<file path="src/rtl/tbdec_pkg.sv">
package tbdec_pkg;

    // Behaviour of the decrementer at zero
    typedef enum logic {
        MODE_WRAP = 1'b0,   // reload all ones, sign-transition writes raise
        MODE_SAT  = 1'b1    // hold at zero
    } dec_mode_e;

    // Half-select write command for one 64-bit time base
    typedef struct packed {
        logic hi;
        logic lo;
    } half_wr_t;

    // Events from the decrementer towards the request latch
    typedef struct packed {
        logic expire;
        logic sign_flip;
    } dec_evt_t;

    localparam int NUM_TB = 2;   // main and alternate time base

    // Raise on a write that takes the sign bit from clear to set
    function automatic logic sign_goes_neg(input logic old_msb, input logic new_msb);
        return new_msb && !old_msb;
    endfunction

endpackage

</file>
<file path="src/rtl/tbdec_timebase.sv">
module tbdec_timebase
    import tbdec_pkg::*;
#(
    parameter int HALF_W = 32
) (
    input  logic                clk,
    input  logic                rst,
    input  logic                adv,
    input  half_wr_t            wr,
    input  logic [HALF_W-1:0]   wdata,
    output logic [2*HALF_W-1:0] value
);
    localparam int FULL_W = 2 * HALF_W;

    logic [HALF_W-1:0] lo_q;
    logic [HALF_W-1:0] hi_q;
    logic [FULL_W-1:0] inc;

    assign inc = {hi_q, lo_q} + FULL_W'(1);

    always_ff @(posedge clk) begin
        if (rst) begin
            lo_q <= '0;
            hi_q <= '0;
        end else if (wr.lo || wr.hi) begin
            // a write beats a tick in the same cycle
            if (wr.lo) lo_q <= wdata;
            if (wr.hi) hi_q <= wdata;
        end else if (adv) begin
            {hi_q, lo_q} <= inc;
        end
    end

    assign value = {hi_q, lo_q};
endmodule

</file>
<file path="src/rtl/tbdec_decrementer.sv">
module tbdec_decrementer
    import tbdec_pkg::*;
#(
    parameter int W = 32
) (
    input  logic         clk,
    input  logic         rst,
    input  logic         tick,
    input  dec_mode_e    mode,
    input  logic         wr,
    input  logic [W-1:0] wdata,
    output logic [W-1:0] value,
    output dec_evt_t     evt
);
    logic [W-1:0] cnt_q;
    logic [W-1:0] cnt_d;

    always_comb begin
        cnt_d = cnt_q;
        evt   = '0;
        if (wr) begin
            cnt_d         = wdata;
            evt.sign_flip = (mode == MODE_WRAP) &&
                            sign_goes_neg(cnt_q[W-1], wdata[W-1]);
        end else if (tick) begin
            if (cnt_q == '0) begin
                evt.expire = 1'b1;
                cnt_d      = (mode == MODE_SAT) ? '0 : '1;
            end else begin
                cnt_d = cnt_q - W'(1);
            end
        end
    end

    always_ff @(posedge clk) begin
        if (rst) cnt_q <= '1;   // all ones: nothing pending at start
        else     cnt_q <= cnt_d;
    end

    assign value = cnt_q;
endmodule

</file>
<file path="src/rtl/tbdec_req_latch.sv">
module tbdec_req_latch (
    input  logic clk,
    input  logic rst,
    input  logic set,
    input  logic ack,
    output logic req
);
    always_ff @(posedge clk) begin
        if (rst)      req <= 1'b0;
        else if (set) req <= 1'b1;   // a new raise beats an acknowledge
        else if (ack) req <= 1'b0;
    end
endmodule

</file>
<file path="src/rtl/tbdec_unit.sv">
module tbdec_unit
    import tbdec_pkg::*;
#(
    parameter int DATA_W = 32
) (
    input  logic                clk,
    input  logic                rst,
    input  logic                tick_en,
    input  logic                run,
    input  logic                dec_saturate,
    input  logic [DATA_W-1:0]   wdata,
    input  logic                wr_tb_lo,
    input  logic                wr_tb_hi,
    input  logic                wr_atb_lo,
    input  logic                wr_atb_hi,
    input  logic                wr_dec,
    input  logic                exc_ack,
    output logic [2*DATA_W-1:0] tb_value,
    output logic [2*DATA_W-1:0] atb_value,
    output logic [DATA_W-1:0]   dec_value,
    output logic                dec_exc
);
    localparam int TB_W = 2 * DATA_W;

    half_wr_t        wr_cmd  [NUM_TB];
    logic [TB_W-1:0] tb_vals [NUM_TB];
    dec_evt_t        evt;
    logic            tb_adv;

    assign wr_cmd[0] = '{hi: wr_tb_hi,  lo: wr_tb_lo};
    assign wr_cmd[1] = '{hi: wr_atb_hi, lo: wr_atb_lo};
    assign tb_adv    = tick_en && run;

    for (genvar g = 0; g < NUM_TB; g++) begin : g_tb
        tbdec_timebase #(.HALF_W(DATA_W)) u_tb (
            .clk   (clk),
            .rst   (rst),
            .adv   (tb_adv),
            .wr    (wr_cmd[g]),
            .wdata (wdata),
            .value (tb_vals[g])
        );
    end

    assign tb_value  = tb_vals[0];
    assign atb_value = tb_vals[1];

    tbdec_decrementer #(.W(DATA_W)) u_dec (
        .clk   (clk),
        .rst   (rst),
        .tick  (tick_en),
        .mode  (dec_mode_e'(dec_saturate)),
        .wr    (wr_dec),
        .wdata (wdata),
        .value (dec_value),
        .evt   (evt)
    );

    tbdec_req_latch u_req (
        .clk (clk),
        .rst (rst),
        .set (evt.expire || evt.sign_flip),
        .ack (exc_ack),
        .req (dec_exc)
    );
endmodule

</file>
<file path="config.mk">
export PLATFORM = sky130hd
export DESIGN_NAME = tbdec_unit
export DESIGN_NICKNAME = d
export VERILOG_FILES = /design/src/rtl/tbdec_pkg.sv /design/src/rtl/tbdec_timebase.sv /design/src/rtl/tbdec_decrementer.sv /design/src/rtl/tbdec_req_latch.sv /design/src/rtl/tbdec_unit.sv
export SDC_FILE = /design/constraint.sdc
export NUM_CORES = 1
export LEC_CHECK = 0
export BUFFER_PORTS_ARGS = -buffer_cell sky130_fd_sc_hd__buf_2
export CAP_MARGIN = 20
export CORE_MARGIN = 10
export CORE_UTILIZATION = 57
export CTS_CLUSTER_SIZE = 8
export DETAILED_ROUTE_END_ITERATION = 10
export PLACE_DENSITY = 0.8
export SLEW_MARGIN = 20
export SYNTH_ARGS = -nofsm -noshare
export SYNTH_HDL_FRONTEND = slang
export SYNTH_SLANG_ARGS = --single-unit
export TNS_END_PERCENT = 100
</file>
<file path="constraint.sdc">
create_clock -name clk -period 2.8 [get_ports clk]
set_input_delay 0.28 -clock clk [delete_from_list [all_inputs] [get_ports clk]]
set_output_delay 0.28 -clock clk [all_outputs]
set_load 0.005 [all_outputs]
</file>
==> impl_results.md <==
- Status: finished, final reports clean
- Cells after synthesis: 1435
- Sequential area share after synthesis: a little under a third
- Routability Congestion: ~1.1
- Post-Syn Area: between 10000 and 15000 sq um
- Critical Path Sink Type: flip-flop
- CTS clk-pin slew, worst paths: approximately 0.070 ns
- Req. time, crit path: between 3 and 4 ns
- Fraction of layout cells with a size suffix above 1: 21.2%
- Syn_area_per_cell: about 7.3 sq um
- CP Depth: 6
- Yosys top cell area share: between 30% and 40%
- Worst Hold Class: in2reg
- Vias in the first global route: 12021
- RSZ-0062 raised after global routing: false
- Antenna diodes: 0
- Total grt overflow: 0
- Comb pwr share: ~17%
- Final Hold Viols: 0
- CP max stage cell: or4_1
- Die span in x: approximately 160 um
- Met1 usage: a little under half
- Gr busiest metal: met2
- Non-filler cells, final: around 1900
- Yosys warns: 0
- Sequential share of power: ~44%
- WS Path Type: reg2reg
- Cells after DPL: 1860
- Cell-internal power: approximately 4 mW
- Clock buffer count from CTS: 17
- Max Slew Vio Count: 0
- Crit-path max cell delay: 0.66 ns
- Period utilisation layout: around 98%
- P&R area growth vs syn: 20.4%
- Fmax: 366 MHz
- I/O Buffers: around 200
- Largest cells by area after synthesis: dfxtp_1 (31%), a21oi_1 (5.6%), nand2_1 (5.6%)
- CTS root buf: clkbuf_16
- Worst R2R Setup Slack: 0.07 ns
- Commonest cells in the netlist: dfxtp_1 (161), nand2_1 (155), nor2_1 (142), a21oi_1 (117), nand3_1 (94)
- CTS tree: built
- Crit-path max FO: 7
- Top_reg_cell synth: dfxtp_1
- Net Sw Power: approximately 1.9 mW
- Most common cell in the netlist: dfxtp_1
- Overall power: just over 6 mW
- DRC: 0
- Bufs on Longest Clock Path: 2
- Vias per cell: ~7
- Final-report setup violation count: 0
- Placement Cell Area: 12000 sq um
- Reg2Reg Depth: 6
- CP Cell Sequence: nand4_1, or4_1, nor3_2, nand3_1, or4_1, a31oi_1
- Initial Util: roughly three fifths
- Detailed-route via count: approximately 13000
- Worst skew pair latency: between 0.4 and 0.5 ns
- Least-Margin Pin Slew: 0.751 ns
- Routed WL: around 45000 um
- Hold buffer count at CTS: 0
- Die area: between 20000 and 25000 sq um
- P_leak: roughly 4.8 nW
- Die H: between 150 and 200 um
- Row count: 49
- Startpoint types: flip-flop
- Clock Sink Count: around 160
- Max Clock Skew: 0.00911 ns
- Initial antenna violation count: 0
- PwrDens: slightly below 500 nW/um^2
- Worst path top cell family by delay: simple AND/OR/NAND/NOR gates
- Reg-to-reg critical path startpoint: g_tb[1].u_tb.lo_q[10]
- Max VDD drop: 0.543 mV
- Synth unique cells: 78
- Hold endpoint: g_tb[0].u_tb.hi_q[4]
- Max-cap viol count: 0
- Final setup TNS: 0 ns
- Post-synth top area cell: dfxtp_1
- DRT Pass-1 Iters: 7
- Final instance area: 12600 sq um
- Worst path arrival time: 3.09 ns
- Iteration-0 DRC Markers: 1940
- M2 GR Usage: around 52%
- Max H-tree Level: 4
- Drt wl/cell: about 24 um
- GR Util met3: approximately a tenth
- GRT Util Overall: 35.3%
- Worst slew margin: 49.9%
- Syn_nets: around 1500
- Post-synth EDFFs: 0
- #FFs+latches synth: between 150 and 200
- Setup bufs post-CTS: 0
- Power share of the clock group: between 30% and 40%
- I/O Pins: 204
- HPWL Detailed: around 32000 um
- Worst path bufs/invs: 0
- Routed Antenna Nets: 0
- First-pass GRT wire length: roughly 69000 um
- Clock period minus worst slack: roughly 2.7 ns
- Worst Hold Path Cells: 3
- Switching portion of total power: about a third
- Fill count: ~1600
- Nets: ~1700
- Asr flop ratio synth: 0%
- Critical R2R Capture: g_tb[1].u_tb.hi_q[21]
- Most frequent CP cell: or4_1
- Hold Crit Start: wdata[4]
- Core box area: 18000 sq um
- Pin count of the biggest net entering global routing: 63
- Post-CTS Resized: 0
routing by layer:
metal | vias up | share of wire, %
met2 | 1060 | 43
met3 | 188 | 15
met4 | 0 | 5.7
li1 | 5889 | -
met5 | - | 0
met1 | 6034 | 37
registers in the layout, indices dropped and copies added (netlist names):
| name | cells |
|---|---|
| u_req.req | 1 |
| u_dec.value | 32 |
| g_tb.u_tb.hi_q | 64 |
| g_tb.u_tb.lo_q | 64 |
worst register-to-register path, stage by stage (launching register included):
cell	delay, ns
dfxtp_1	0.44
nand4_1	0.27
or4_1	0.66
nor3_2	0.37
nand3_1	0.24
or4_1	0.51
a31oi_1	0.18
placed cells by master (no fill, tap or decap), types with 12 or more instances in the layout:
master       n
and4_1      17
o21ai_0     81
a21oi_1    117
or4_1       12
a211oi_1    25
dfxtp_1    161
o31ai_1     19
buf_2      202
nand2_1    155
nand4_1     67
o21a_1      12
clkbuf_16   17
nor4_1      42
nor2_1     142
xor2_1      18
nand3_1     94
and3_1      40
a31oi_1     25
o311ai_0    17
nor3_1      47
inv_1       17
or3_1       18
xnor2_1     19
o22ai_1     17
nor3b_1     21
o211ai_1    19
buf_4       90
how the worst max path moves through the flow:
| stage | slack [ns] | to | startpoint |
|---|---|---|---|
| final | 0.07 | g_tb[1].u_tb.hi_q[21] | g_tb[1].u_tb.lo_q[10] |
| after global routing | 0.002 | g_tb[1].u_tb.hi_q[21] | g_tb[1].u_tb.lo_q[9] |
| after CTS | 0.06 | g_tb[1].u_tb.hi_q[29] | g_tb[1].u_tb.lo_q[9] |
| after global placement | 0.21 | g_tb[1].u_tb.hi_q[21] | g_tb[1].u_tb.lo_q[9] |
| after detailed placement | 0.09 | g_tb[1].u_tb.hi_q[21] | g_tb[1].u_tb.lo_q[9] |
| after floorplan | 0.25 | u_dec.value[16] | u_dec.value[16] |
kinds of logic (layout without fill, tap and decap cells):
| family | count (synthesis) | in the layout | share of synthesized area, % |
|---|---|---|---|
| compound gates | 399 | 399 | 24.4 |
| xor+xnor | 37 | 37 | 3.10 |
| flops | 161 | 161 | 30.8 |
| fa+ha+maj | 4 | 4 | 0.478 |
| mux | 12 | 12 | 1.17 |
| simple gates | 706 | 706 | 35.2 |
| buf+inv | 116 | 344 | 4.88 |
through the flow:
step	worst slack (ns)	hold slack (ns)	utilization, %
after floorplan	0.251	0.389	-
after global placement	0.211	0.477	66.7
after detailed placement	0.0940	0.488	66.7
after CTS	0.0575	0.156	69.9
after global routing	0.00177	0.167	69.9
final	0.0696	0.163	69.9
power by group through the flow:
stage / sequential [mW] / combinational [mW] / clock [mW]
finish: 2.68 / 1.05 / 2.33
global route: 2.69 / 1.13 / 2.43
CTS: 2.66 / 1.02 / 2.33
detailed placement: 2.71 / 1.02 / 0
global placement: 2.71 / 1.00 / 0
floorplan: 2.69 / 0.514 / 0
layout make-up:
type | instances | area (sq um) | share of cell area [%]
clock inverters | 14 | 134 | 1.06
repair buffers | 293 | 1710 | 13.5
inverters | 19 | 71.3 | 0.566
clock buffers | 18 | 439 | 3.48
flip-flops and latches | 161 | 3220 | 25.6
multi-input cells | 1158 | 6750 | 53.5
well taps | 229 | 287 | 2.27
Note: power is estimated with default switching activity, not from simulation.
